==> src/rtl/uart_brk_pkg.sv <==
package uart_brk_pkg;

  localparam int DW = 9;
  localparam int FW = DW + 5;
  localparam int LW = $clog2(FW + 1);

  typedef enum logic [2:0] {
    K_OFF, K_WAIT, K_PRE, K_IDLE, K_DATA, K_BRK, K_MARK
  } kind_e;

  // framed data or idle character length in bits
  function automatic logic [LW-1:0] char_len(input logic nine, input logic par);
    return LW'(DW + 1 + int'(nine) + int'(par));
  endfunction

  // break length: framed length without parity, optionally extended by 3
  function automatic logic [LW-1:0] brk_len(input logic nine, input logic lng);
    return LW'(DW + 1 + int'(nine) + (lng ? 3 : 0));
  endfunction

  // shift word, bit 0 goes out first; unused upper bits stay mark
  function automatic logic [FW-1:0] build_frame(input logic [DW-1:0] d,
                                                input logic nine,
                                                input logic pen,
                                                input logic podd);
    logic [FW-1:0] f;
    logic p;
    int pos;
    f = '1;
    f[0] = 1'b0;
    p = podd;
    for (int i = 0; i < DW; i++) begin
      if (i < DW - 1 || nine) begin
        f[i+1] = d[i];
        p = p ^ d[i];
      end
    end
    pos = nine ? DW + 1 : DW;
    if (pen) f[pos] = p;
    return f;
  endfunction

endpackage

==> src/rtl/uart_bit_timer.sv <==
module uart_bit_timer #(
  parameter int OVS = 16
) (
  input  logic clk,
  input  logic rst_n,
  input  logic hold,
  input  logic tick,
  output logic bit_end
);
  localparam int CW = (OVS > 1) ? $clog2(OVS) : 1;
  localparam logic [CW-1:0] LAST = CW'(OVS - 1);

  logic [CW-1:0] cnt;

  assign bit_end = !hold && tick && (cnt == LAST);

  always_ff @(posedge clk) begin
    if (!rst_n)       cnt <= '0;
    else if (hold)    cnt <= '0;
    else if (tick)    cnt <= bit_end ? '0 : cnt + 1'b1;
  end
endmodule

==> src/rtl/uart_frame_shifter.sv <==
module uart_frame_shifter import uart_brk_pkg::*; (
  input  logic          clk,
  input  logic          rst_n,
  input  logic          load,
  input  logic [FW-1:0] load_word,
  input  logic [LW-1:0] load_len,
  input  logic          bit_end,
  output logic          line,
  output logic          char_done
);
  logic [FW-1:0] sh;
  logic [LW-1:0] left;

  assign char_done = bit_end && (left == LW'(1));
  assign line      = (left != '0) ? sh[0] : 1'b1;

  always_ff @(posedge clk) begin
    if (!rst_n) begin
      sh   <= '1;
      left <= '0;
    end else if (load) begin
      sh   <= load_word;
      left <= load_len;
    end else if (bit_end && left != '0) begin
      sh   <= {1'b1, sh[FW-1:1]};
      left <= left - 1'b1;
    end
  end
endmodule

==> src/rtl/uart_tx_ctrl.sv <==
module uart_tx_ctrl import uart_brk_pkg::*; (
  input  logic          clk,
  input  logic          rst_n,
  input  logic          tx_en,
  input  logic          brk_req,
  input  logic          nine_bit,
  input  logic          long_brk,
  input  logic          par_en,
  input  logic          par_odd,
  input  logic [DW-1:0] tx_data,
  input  logic          tx_valid,
  input  logic          char_done,
  output logic          tx_ready,
  output logic          ld,
  output logic [FW-1:0] ld_word,
  output logic [LW-1:0] ld_len,
  output logic          tmr_hold,
  output logic          is_off,
  output logic          brk_start,
  output logic          mark_start
);
  kind_e st, nxt;
  logic  gap_q, idle_q;
  logic  at_bound, busy_k;

  assign busy_k   = (st != K_OFF) && (st != K_WAIT);
  assign at_bound = char_done || (st == K_WAIT);
  assign tmr_hold = (st == K_OFF) || (st == K_WAIT);

  always_comb begin
    nxt      = st;
    ld       = 1'b0;
    ld_word  = '1;
    ld_len   = '0;
    tx_ready = 1'b0;
    if (st == K_OFF) begin
      if (tx_en) begin
        nxt    = K_PRE;
        ld     = 1'b1;
        ld_len = char_len(nine_bit, par_en);
      end
    end else if (at_bound) begin
      if (st == K_BRK) begin
        ld = 1'b1;
        if (brk_req && tx_en) begin
          nxt     = K_BRK;
          ld_word = '0;
          ld_len  = brk_len(nine_bit, long_brk);
        end else begin
          nxt    = K_MARK;
          ld_len = LW'(1);
        end
      end else if (!tx_en) begin
        nxt = K_OFF;
      end else if (idle_q) begin
        nxt    = K_IDLE;
        ld     = 1'b1;
        ld_len = char_len(nine_bit, par_en);
      end else if (brk_req) begin
        nxt     = K_BRK;
        ld      = 1'b1;
        ld_word = '0;
        ld_len  = brk_len(nine_bit, long_brk);
      end else begin
        tx_ready = 1'b1;
        if (tx_valid) begin
          nxt     = K_DATA;
          ld      = 1'b1;
          ld_word = build_frame(tx_data, nine_bit, par_en, par_odd);
          ld_len  = char_len(nine_bit, par_en);
        end else begin
          nxt = K_WAIT;
        end
      end
    end
  end

  assign is_off     = (st == K_OFF);
  assign brk_start  = ld && (nxt == K_BRK);
  assign mark_start = ld && (nxt == K_MARK);

  always_ff @(posedge clk) begin
    if (!rst_n) st <= K_OFF;
    else        st <= nxt;
  end

  // enable toggle tracking; a break boundary keeps a queued idle pending
  always_ff @(posedge clk) begin
    if (!rst_n) begin
      gap_q  <= 1'b0;
      idle_q <= 1'b0;
    end else if ((at_bound && st != K_BRK) || st == K_OFF) begin
      gap_q  <= 1'b0;
      idle_q <= 1'b0;
    end else if (busy_k) begin
      if (!tx_en)     gap_q  <= 1'b1;
      else if (gap_q) idle_q <= 1'b1;
    end
  end
endmodule

==> src/rtl/uart_brk_tx.sv <==
module uart_brk_tx import uart_brk_pkg::*; #(
  parameter int OVS = 16
) (
  input  logic          clk,
  input  logic          rst_n,
  input  logic          tick,
  input  logic          tx_en,
  input  logic          brk_req,
  input  logic          nine_bit,
  input  logic          long_brk,
  input  logic          par_en,
  input  logic          par_odd,
  input  logic          inv_out,
  input  logic [DW-1:0] tx_data,
  input  logic          tx_valid,
  output logic          tx_ready,
  output logic          txd
);
  logic          bit_end, char_done, tmr_hold, ld, line;
  logic [FW-1:0] ld_word;
  logic [LW-1:0] ld_len;
  logic          is_off, brk_start, mark_start;

  uart_bit_timer #(.OVS(OVS)) u_tmr (
    .clk(clk), .rst_n(rst_n), .hold(tmr_hold), .tick(tick), .bit_end(bit_end)
  );

  uart_frame_shifter u_shf (
    .clk(clk), .rst_n(rst_n), .load(ld), .load_word(ld_word), .load_len(ld_len),
    .bit_end(bit_end), .line(line), .char_done(char_done)
  );

  uart_tx_ctrl u_ctl (
    .clk(clk), .rst_n(rst_n), .tx_en(tx_en), .brk_req(brk_req),
    .nine_bit(nine_bit), .long_brk(long_brk), .par_en(par_en), .par_odd(par_odd),
    .tx_data(tx_data), .tx_valid(tx_valid), .char_done(char_done),
    .tx_ready(tx_ready), .ld(ld), .ld_word(ld_word), .ld_len(ld_len),
    .tmr_hold(tmr_hold), .is_off(is_off), .brk_start(brk_start),
    .mark_start(mark_start)
  );

  assign txd = line ^ inv_out;
endmodule

==> config.mk <==
export PLATFORM = sky130hd
export DESIGN_NAME = uart_brk_tx
export DESIGN_NICKNAME = d
export VERILOG_FILES = /design/src/rtl/uart_brk_pkg.sv /design/src/rtl/uart_bit_timer.sv /design/src/rtl/uart_frame_shifter.sv /design/src/rtl/uart_tx_ctrl.sv /design/src/rtl/uart_brk_tx.sv
export SDC_FILE = /design/constraint.sdc
export NUM_CORES = 1
export LEC_CHECK = 0
export BUFFER_PORTS_ARGS = -buffer_cell sky130_fd_sc_hd__buf_2
export CORE_MARGIN = 4
export CORE_UTILIZATION = 28
export DETAILED_ROUTE_END_ITERATION = 10
export MAX_ROUTING_LAYER = met4
export SYNTH_ARGS = -nofsm -noshare
export SYNTH_HDL_FRONTEND = slang
export SYNTH_SLANG_ARGS = --single-unit
==> constraint.sdc <==
create_clock -name clk -period 5.06 [get_ports clk]
set_input_delay 1.012 -clock clk [delete_from_list [all_inputs] [get_ports clk]]
set_output_delay 1.012 -clock clk [all_outputs]
set_load 0.01 [all_outputs]
# ---- After elaboration in Yosys (flattened, before gate mapping)
# Index checks and enable logic that the tools add are counted.
dict set report op_classes {
  muxes 180
  order_cmp 2
  n_reduce_logical 22
  bitwise 12
  addsub 5
  n_eq_ne 7
}
# cell n
set op_table {}
lappend op_table {{$mux 14} 11}
lappend op_table {{$mux 1} 144}
lappend op_table {{$mux 4} 12}
lappend op_table {{$ge 32x1->1 const B} 1}
lappend op_table {{$lt 32x6->1 const B} 1}
lappend op_table {{$mux 3} 8}
lappend op_table {{$bwmux 14} 1}
lappend op_table {{$xor 1x1->1} 10}
lappend op_table {{$logic_and 1x1->1} 8}
lappend op_table {{$mux 2} 3}
lappend op_table {{$add 4x1->4 const A} 1}
lappend op_table {{$add 4x1->4 const B} 1}
lappend op_table {{$add 4x2->4} 1}
lappend op_table {{$add 4x3->4} 1}
lappend op_table {{$demux 1 s4} 1}
lappend op_table {{$eq 4x1->1 const B} 1}
lappend op_table {{$eq 4x4->1 const B} 1}
lappend op_table {{$reduce_and 2->1} 2}
lappend op_table {{$reduce_bool 2->1} 2}
lappend op_table {{$reduce_bool 4->1} 1}
lappend op_table {{$reduce_or 2->1} 2}
lappend op_table {{$sub 4x1->4 const B} 1}
lappend op_table {{$eq 3x1->1 const B} 1}
lappend op_table {{$eq 3x3->1 const B} 1}
lappend op_table {{other kinds (9)} 12}
dict set report word_totals {
  wordCells 234
  input_bits 20
  output_inout_bits 2
  register_bits 27
}

# ---- Depth between registers and ports, before layout
# Gate-level depths: netlist of run 1.
dict set report logic_depth {
  word_depth 84
  depth_mapped 10
  mapped_depth_nobuf 8
}

# ---- Hierarchy
# From an unflattened synthesis of run 1, not the netlist that was laid out.
dict set report unflattened {
  hier_cells 262
  area_unflattened_um2 2011.9
}
# module seq_area_each_um2 instances area_each_um2 cells_each
set by_module_without_submodules {}
lappend by_module_without_submodules {uart_frame_shifter 360.3 1 1029.7 127}
lappend by_module_without_submodules {uart_tx_ctrl 100.1 1 794.5 115}
lappend by_module_without_submodules {uart_bit_timer 80.1 1 178.9 19}
lappend by_module_without_submodules {uart_brk_tx 0.0 1 8.8 1}

# ---- Worst setup path before layout of run 1
# OpenSTA, ideal clock, no wires.
dict set report synth_timing {
  path_type {input-to-output}
  start {input port tick}
  end {output port tx_ready}
  arrival_ps 1987
  required_ps 4048
  stages 5
  n_path_buf 2
  setup_slack_ps 2061
  path_cell_list {buf_4 and4_1 buf_4 nand4_1 a211oi_1}
}
dict set report synth_between {
  elab_chain_cells 6
}
# element line_no
set synth_rtl {}
lappend synth_rtl {{from (decl)} uart_brk_tx.sv:6} ;# input logic tick,
lappend synth_rtl {{$logic_and 1x1->1 (2 in a row)} uart_bit_timer.sv:15} ;# assign bit_end = !hold && tick && (cnt == LAST);
lappend synth_rtl {{$logic_and 1x1->1} uart_frame_shifter.sv:14} ;# assign char_done = bit_end && (left == LW'(1));
lappend synth_rtl {{$logic_or 1x1->1} uart_tx_ctrl.sv:27} ;# assign at_bound = char_done || (st == K_WAIT);
lappend synth_rtl {{$mux 1} uart_tx_ctrl.sv:42} ;# end else if (at_bound) begin
lappend synth_rtl {{$mux 1} uart_tx_ctrl.sv:36} ;# if (st == K_OFF) begin
lappend synth_rtl {{to (decl)} uart_brk_tx.sv:16} ;# output logic tx_ready,
# Every way passes these cells.

# ---- Final worst setup path of run 1
# Ends and elaborated chain as after synthesis.

==> impl_metrics.toml, run 1 <==
[outcome]
status = "completed"

[drt]
vias = 1670
first_pass_iters = 5
drc_errors = 0
routed_wl_mm = 4.33
drtAntennaViolNets = 0
via_per_inst = 5.30
drt_iter0_markers = 92
wl_per_cell_um = 13.7

[cells_and_area]
layout-drive-gt1-share_pct = 14.3
syn_to_final_growth_pct = 9.00
antenna_cells = 0
utilization_pct = 31.3
final_common_cell = "dfxtp_1"
most-common-layout-cells = "dfxtp_1, nor2_1, a211oi_1, buf_2, nand2_1"
stdcell_area_um2 = 1990
fin_nets = 266

[global_routing]
grt_pass1_wl_mm = 7.34
grt_overflow_total = 0
grt_pass1_vias = 1532
grt_usage_pct = 12.0
antenna_found_initial = 0
grt_max_degree = 31

[power_and_ir_drop]
power_per_cell_area_nw_per_um2 = 224
worst_ir_drop_vdd_mv = 0.0967
leakagePower_nw = 0.706

[synthesis]
ys_warn_count = 0
synthCells = 227
avgSynthCellArea_um2 = 8.03
ys.flop_type = "dfxtp_1"
synth_nets = 254
async_flop_share_pct = 0
synth-edff-count = 0
yosysUniqueCellTypes = 51
syn_area_um2 = 1820
ys_seq_area_share_pct = 29.7
yosys_register_bits = 27

[sta]
rsz0062_at_grt = "false"
fin_crit_ns = 3.21
tightest_slew_ns = 1.05
drv_slew = 0
tns_ns = 0
relSlewSlack_pct = 29.9
setup_slack_ns = 1.85
skew_ns = 0.00854
fin_crit_sh_pct = 63.4
setup_viol = 0
fmaxAchievable_mhz = 312
finalHoldViolCount = 0

[clock_network]
clkSinkCount = 27
cts-hold-fix-buffers = 0
tritoncts = "built"
clock_latency_ns = 0.29
clock_path_buffers = 2
ctsResizeCount = 0
clk_pin_slew_worst_paths_ns = 0.11
post_cts_buffers = 0
htreeDepth = 1
cts_buffers = 3
clock-root-buffer = "clkbuf_8"

[job]
drv_cap = 0

[floorplanning]
ioPinCount = 22
num_rows = 29
die_y_um = 88.7
fp.coreArea_um2 = 6350
die_x_um = 88.7
die-area_um2 = 7860
initial_utilization_pct = 28.7

[worst_setup_path]
reg2reg_slack_ns = 2.33
cp.depth = 5
cpLargestDelayFamily = "simple AND/OR/NAND/NOR gates"
start_kind = "primary input"
crit_chain = "buf_2 > and4_1 > nand4_1 > a211oi_1 > buf_2"
slowest_stage = "and4_1"
endpoint_kind = "primary output"
cpPeakStageDelay_ns = 0.37
crit_fanout = 8
crit_type = "in2out"
reg2reg_depth = 6
required_ns = 4.05
crit_top_cell = "buf_2"
cp.arrival_ns = 2.19
worst-path-buf-inv = 2

[place]
dp_worst_setup_slack_ns = 1.84
gp_congestion = 0.903
place_area_um2 = 1940
dp_hpwl_mm = 3.24
portBuffers = 21

[min_path]
hold_class = "reg2reg"
whs_path_depth = 2
[state kept, by name, summed over array words and instances, names as in the netlist]
signal,cells
u_shf.left,4
u_ctl.idle_q,1
u_ctl.gap_q,1
u_ctl.st,3
u_shf.sh,14
u_tmr.cnt,4
[metrics by stage]
step | hold slack [ns] | power [mW] | cells
after floorplan | 0.440 | 0.290 | 227
after global placement | 0.463 | 0.313 | 311
after detailed placement | 0.469 | 0.313 | 311
after CTS | 0.500 | 0.445 | 315
after global routing | 0.519 | 0.461 | 315
final | 0.504 | 0.444 | 315
[synthesized netlist by cell type, drive strengths merged, types with 3 or more instances]
cell type  count  area (µm²)
a31oi          3        18.8
and2           3        21.3
dfxtp         27         541
xnor2          6        52.6
xor2           4        35.0
nand2         17        63.8
nand4          3        18.8
nor2          24        90.1
buf           12        82.6
inv            8        30.0
a21oi          8        40.0
o21ai         20         104
nand3          6        35.0
nor2b         11        68.8
mux2i          3        30.0
ha             7        87.6
nor3           6        30.0
a211oi        21         158
nand3b         3        22.5
[worst paths after layout]
path,startpoint,end
worst max-delay path,tick,tx_ready
worst min-delay path,u_shf.sh[13]$_SDFFE_PN1P_,u_shf.sh[13]$_SDFFE_PN1P_
worst max register to register,u_ctl.st[2]$_SDFFE_PN0P_,u_shf.sh[9]$_SDFFE_PN1P_
worst min register to register,u_shf.sh[13]$_SDFFE_PN1P_,u_shf.sh[13]$_SDFFE_PN1P_
[where the power goes]
part | switching (mW) | total (mW) | internal [mW]
clock network | 0.0783 | 0.136 | 0.0581
logic | 0.0490 | 0.0841 | 0.0351
registers | 0.00569 | 0.224 | 0.218
total | 0.133 | 0.444 | 0.311
[layout make-up]
type                    count  area, µm²
fillers                   680       4360
multi-input cells         178       1160
flip-flops and latches     27        541
repair buffers             21        105
well taps                  77       96.3
clock buffers               3       41.3
inverters                   8       30.0
clock inverters             1       8.76
[worst min-delay path, cell delays in order (launching register included)]
cell     delay (ns)
dfxtp_1        0.34
o31ai_1        0.08
nand2_1        0.06
[metal layers]
layer	vias to the layer above	track usage, %	routed length (µm)	part of all wire (%)
li1	852	-	-	-
met1	770	16.7	2210	51
met2	41	18.1	1920	44
met3	7	0.559	112	2.6
met4	0	5.08	87	2.0
met5	-	-	0	0
[cell families after synthesis]
kind of cell	share of synthesized area, %
muxes	2.27
and+or+nand+nor	24.4
DFF	29.7
xor gates and xnor gates	6.11
AOI/OAI and AO/OA	26.2
adders and majority gates	4.81
buffers and inverters	6.59
Note: power is estimated with default switching activity, not from simulation.
==> run 2: changes to the inputs <==
==> constraint.sdc (replaced) <==
create_clock -name clk -period 3.3 [get_ports clk]
set_input_delay 0.66 -clock clk [delete_from_list [all_inputs] [get_ports clk]]
set_output_delay 0.66 -clock clk [all_outputs]
set_load 0.01 [all_outputs]
==> impl_metrics.toml, run 2 (synthesized netlist as in run 1, its figures left out) <==
[clock_network]
htreeDepth = 1
ctsResizeCount = 0
clock_latency_ns = 0.27
clock-root-buffer = "clkbuf_8"
clk_pin_slew_worst_paths_ns = 0.10
clkSinkCount = 27
tritoncts = "built"
post_cts_buffers = 0
clock_path_buffers = 2
cts-hold-fix-buffers = 0
cts_buffers = 3

[sta]
setup_viol = 0
tightest_slew_ns = 0.630
finalHoldViolCount = 0
tns_ns = 0
fin_crit_ns = 2.75
drv_slew = 0
fmaxAchievable_mhz = 364
rsz0062_at_grt = "false"
skew_ns = 0.00180
fin_crit_sh_pct = 83.2
relSlewSlack_pct = 57.9

[worst_setup_path]
crit_chain = "or2_0 > nand4_1 > a211oi_1 > buf_2"
cpLargestDelayFamily = "simple AND/OR/NAND/NOR gates"
crit_type = "reg2out"
endpoint_kind = "primary output"
worst-path-buf-inv = 1
required_ns = 2.64
slowest_stage = "dfxtp_1"
start_kind = "register"
crit_fanout = 10
cp.arrival_ns = 2.09
reg2reg_slack_ns = 0.79
cpPeakStageDelay_ns = 0.53

[place]
placed_cells = 314
gp_congestion = 0.918
portBuffers = 21
place_area_um2 = 1960
dp_hpwl_mm = 3.25

[floorplanning]
num_rows = 29
initial_utilization_pct = 28.7
die_y_um = 88.7
fp.coreArea_um2 = 6350
die-area_um2 = 7860
ioPinCount = 22
die_x_um = 88.7

[global_routing]
antenna_found_initial = 0
grt_pass1_vias = 1556
grt_pass1_wl_mm = 7.40
grt_overflow_total = 0
grt_usage_pct = 12.2
grt_max_degree = 23

[drt]
drtAntennaViolNets = 0
wl_per_cell_um = 13.9
drt_iter0_markers = 99
routed_wl_mm = 4.42
drc_errors = 0
via_per_inst = 5.23
first_pass_iters = 4
vias = 1664

[power_and_ir_drop]
power_per_cell_area_nw_per_um2 = 334
leakagePower_nw = 0.718
worst_ir_drop_vdd_mv = 0.151

[cells_and_area]
instances_no_fill = 318
fin_nets = 269
syn_to_final_growth_pct = 10.2
layout-drive-gt1-share_pct = 15.4
most-common-layout-cells = "dfxtp_1, nor2_1, a211oi_1, buf_2, nand2_1"
largest_reg_flops = 14
reg.largest.list = "u_shf.sh (14), u_shf.left (4), u_tmr.cnt (4)"
max_flop_register = "u_shf.sh"
stdcell_area_um2 = 2010
antenna_cells = 0
final_common_cell = "dfxtp_1"

[min_path]
hold_class = "reg2reg"

[outcome]
status = "completed"

[job]
drv_cap = 0
==> run 2: changes by cell type in the layout (fill, tap and decap cells not counted), sizes merged <==
cell,previous run,this run
inv,9,8
buf,21,24
clkinvlp,0,1
==> run 2: metrics by stage <==
step / hold slack [ns] / setup slack (ns) / total power, mW / util [%]
2_1_floorplan: 0.440 / 1.00 / 0.445 / -
3_3_place_gp: 0.461 / 0.800 / 0.480 / 30.8
3_5_place_dp: 0.468 / 0.753 / 0.480 / 30.8
4_1_cts: 0.493 / 0.563 / 0.672 / 31.6
5_1_grt: 0.534 / 0.374 / 0.704 / 31.6
6_report: 0.494 / 0.555 / 0.670 / 31.6
==> run 2: metal layers <==
layer | global-route usage, % | wire (µm) | vias to the layer above
li1 | - | - | 857
met1 | 16.2 | 2200 | 764
met2 | 18.9 | 2000 | 35
met3 | 1.21 | 140 | 8
met4 | 4.67 | 81 | 0
met5 | - | 0 | -
==> run 2: path summary, 6_finish.rpt <==
check / from / cells after the start / endpoint
min reg2reg: u_shf.sh[13]$_SDFFE_PN1P_ / 2 / u_shf.sh[13]$_SDFFE_PN1P_
max reg2reg: u_ctl.st[2]$_SDFFE_PN0P_ / 7 / u_shf.sh[5]$_SDFFE_PN1P_
min: u_shf.sh[13]$_SDFFE_PN1P_ / 2 / u_shf.sh[13]$_SDFFE_PN1P_
max: u_ctl.st[2]$_SDFFE_PN0P_ / 4 / tx_ready
==> run 2: worst min-delay path: stages (launching register included) <==
cell	delay [ns]
dfxtp_1	0.33
o31ai_1	0.07
nand2_1	0.06
==> run 2: layout make-up <==
cell class | count | area [µm²]
Inverter | 8 | 30.0
Clock inverter | 1 | 7.51
Fill cell | 677 | 4340
Clock buffer | 3 | 41.3
Multi-Input combinational cell | 178 | 1160
Tap cell | 77 | 96.3
Sequential cell | 27 | 541
Timing Repair Buffer | 24 | 128
==> run 2: power breakdown <==
| group | switching (mW) | total (mW) | internal [mW] |
|---|---|---|---|
| clock network | 0.111 | 0.197 | 0.0858 |
| registers | 0.00916 | 0.343 | 0.334 |
| logic | 0.0761 | 0.130 | 0.0536 |
| total | 0.196 | 0.670 | 0.473 |
==> run 3: changes to the inputs <==
==> constraint.sdc (replaced) <==
create_clock -name clk -period 2.5 [get_ports clk]
set_input_delay 0.5 -clock clk [delete_from_list [all_inputs] [get_ports clk]]
set_output_delay 0.5 -clock clk [all_outputs]
set_load 0.01 [all_outputs]
==> impl_metrics.toml, run 3 (synthesized netlist as in run 1, its figures left out) <==
[global_routing]
grt_pass1_vias = 1596
grt_overflow_total = 0
grt_pass1_wl_mm = 7.53
antenna_found_initial = 0
grt_usage_pct = 12.3
grt_max_degree = 23

[clock_network]
cts-hold-fix-buffers = 0
cts_buffers = 3
clock_path_buffers = 2
clock_latency_ns = 0.28
clk_pin_slew_worst_paths_ns = 0.10
clkSinkCount = 27
clock-root-buffer = "clkbuf_8"
tritoncts = "built"
htreeDepth = 1

[power_and_ir_drop]
power_per_cell_area_nw_per_um2 = 438
leakagePower_nw = 0.743
worst_ir_drop_vdd_mv = 0.190

[drt]
via_per_inst = 5.32
wl_per_cell_um = 13.9
drtAntennaViolNets = 0
routed_wl_mm = 4.48
drc_errors = 0
drt_iter0_markers = 91
vias = 1712
first_pass_iters = 4

[place]
dp_worst_setup_slack_ns = 0.236
portBuffers = 21
gp_congestion = 0.906
dp_hpwl_mm = 3.39

[cells_and_area]
syn_to_final_growth_pct = 12.6
fin_nets = 273
largest_reg_flops = 14
antenna_cells = 0
most-common-layout-cells = "dfxtp_1, nor2_1, buf_2, a211oi_1, nand2_1"
utilization_pct = 32.3
final_common_cell = "dfxtp_1"
max_flop_register = "u_shf.sh"
layout-drive-gt1-share_pct = 17.6
reg.largest.list = "u_shf.sh (14), u_shf.left (4), u_tmr.cnt (4)"

[sta]
rsz0062_at_grt = "false"
setup_slack_ns = 0.0974
fin_crit_ns = 2.40
setup_viol = 0
finalHoldViolCount = 0
relSlewSlack_pct = 57.1
tightest_slew_ns = 0.638
skew_ns = 0.00672
drv_slew = 0
tns_ns = 0
fin_crit_sh_pct = 96.1
fmaxAchievable_mhz = 416

[worst_setup_path]
crit_type = "reg2out"
cpPeakStageDelay_ns = 0.34
crit_chain = "inv_1 > ha_1 > nor3b_4 > nand4_1 > a211oi_2 > buf_2"
required_ns = 2.00
worst-path-buf-inv = 2
endpoint_kind = "primary output"
cpLargestDelayFamily = "simple AND/OR/NAND/NOR gates"
crit_fanout = 6
start_kind = "register"
cp.arrival_ns = 1.90
slowest_stage = "nor3b_4"

[job]
drv_cap = 0

[min_path]
hold_class = "reg2reg"

[floorplanning]
num_rows = 29
ioPinCount = 22
die-area_um2 = 7860
initial_utilization_pct = 28.7
fp.coreArea_um2 = 6350
die_x_um = 88.7
die_y_um = 88.7

[outcome]
status = "completed"
[run 3: through the flow]
stage	power, mW	hold slack [ns]	area (µm²)	std cells
after floorplan	0.588	0.440	1820	227
after global placement	0.636	0.464	1980	317
after detailed placement	0.638	0.467	1980	317
after CTS	0.908	0.497	2040	321
after global routing	0.947	0.522	2050	322
final	0.898	0.494	2050	322
[run 3: power by group]
part | total (mW) | switching [mW] | leakage, nW | internal [mW]
Combinational | 0.178 | 0.102 | 0.497 | 0.0761
Clock | 0.266 | 0.149 | 0.0261 | 0.117
Sequential | 0.454 | 0.0128 | 0.220 | 0.441
[run 3: worst register-to-register path, delay by kind of cell, from the launching register on]
kind | cells | cell delay, ns
flip-flops | 1 | 0.33
buffers and inverters | 1 | 0.10
AO/OA/AOI/OAI | 3 | 0.70
AND/OR/NAND/NOR | 3 | 0.72
adder cells (fa/ha/maj) | 1 | 0.16
[run 3: final cells by class]
type	count	area, µm²
Sequential cell	27	541
Timing Repair Buffer	28	158
Tap cell	77	96.3
Fill cell	655	4300
Clock inverter	1	8.76
Inverter	8	30.0
Clock buffer	3	41.3
Multi-Input combinational cell	178	1180
[run 3: final timing paths]
kind | start | endpoint | slack, ns | cells past startpoint
max reg2reg | u_shf.left[1]$_SDFFE_PN0P_ | u_shf.sh[6]$_SDFFE_PN1P_ | 0.38 | 8
max | u_shf.left[1]$_SDFFE_PN0P_ | tx_ready | 0.1 | 6
min | u_shf.sh[13]$_SDFFE_PN1P_ | u_shf.sh[13]$_SDFFE_PN1P_ | 0.49 | 2
min reg2reg | u_shf.sh[13]$_SDFFE_PN1P_ | u_shf.sh[13]$_SDFFE_PN1P_ | 0.49 | 2
[run 3: repair_timing]
item                       in CTS  in global routing
buffers inserted                0                  1
resized for setup               2                  2
setup endpoints to repair       1                  1
[run 3: metal layers]
metal / GRT usage [%] / share of wire, % / vias up / wire, µm
met5: - / 0 / - / 0
met4: 5.36 / 1.5 / 0 / 66
met3: 0.838 / 4.1 / 6 / 183
met2: 18.7 / 46 / 49 / 2080
met1: 16.7 / 48 / 790 / 2150
li1: - / - / 867 / -
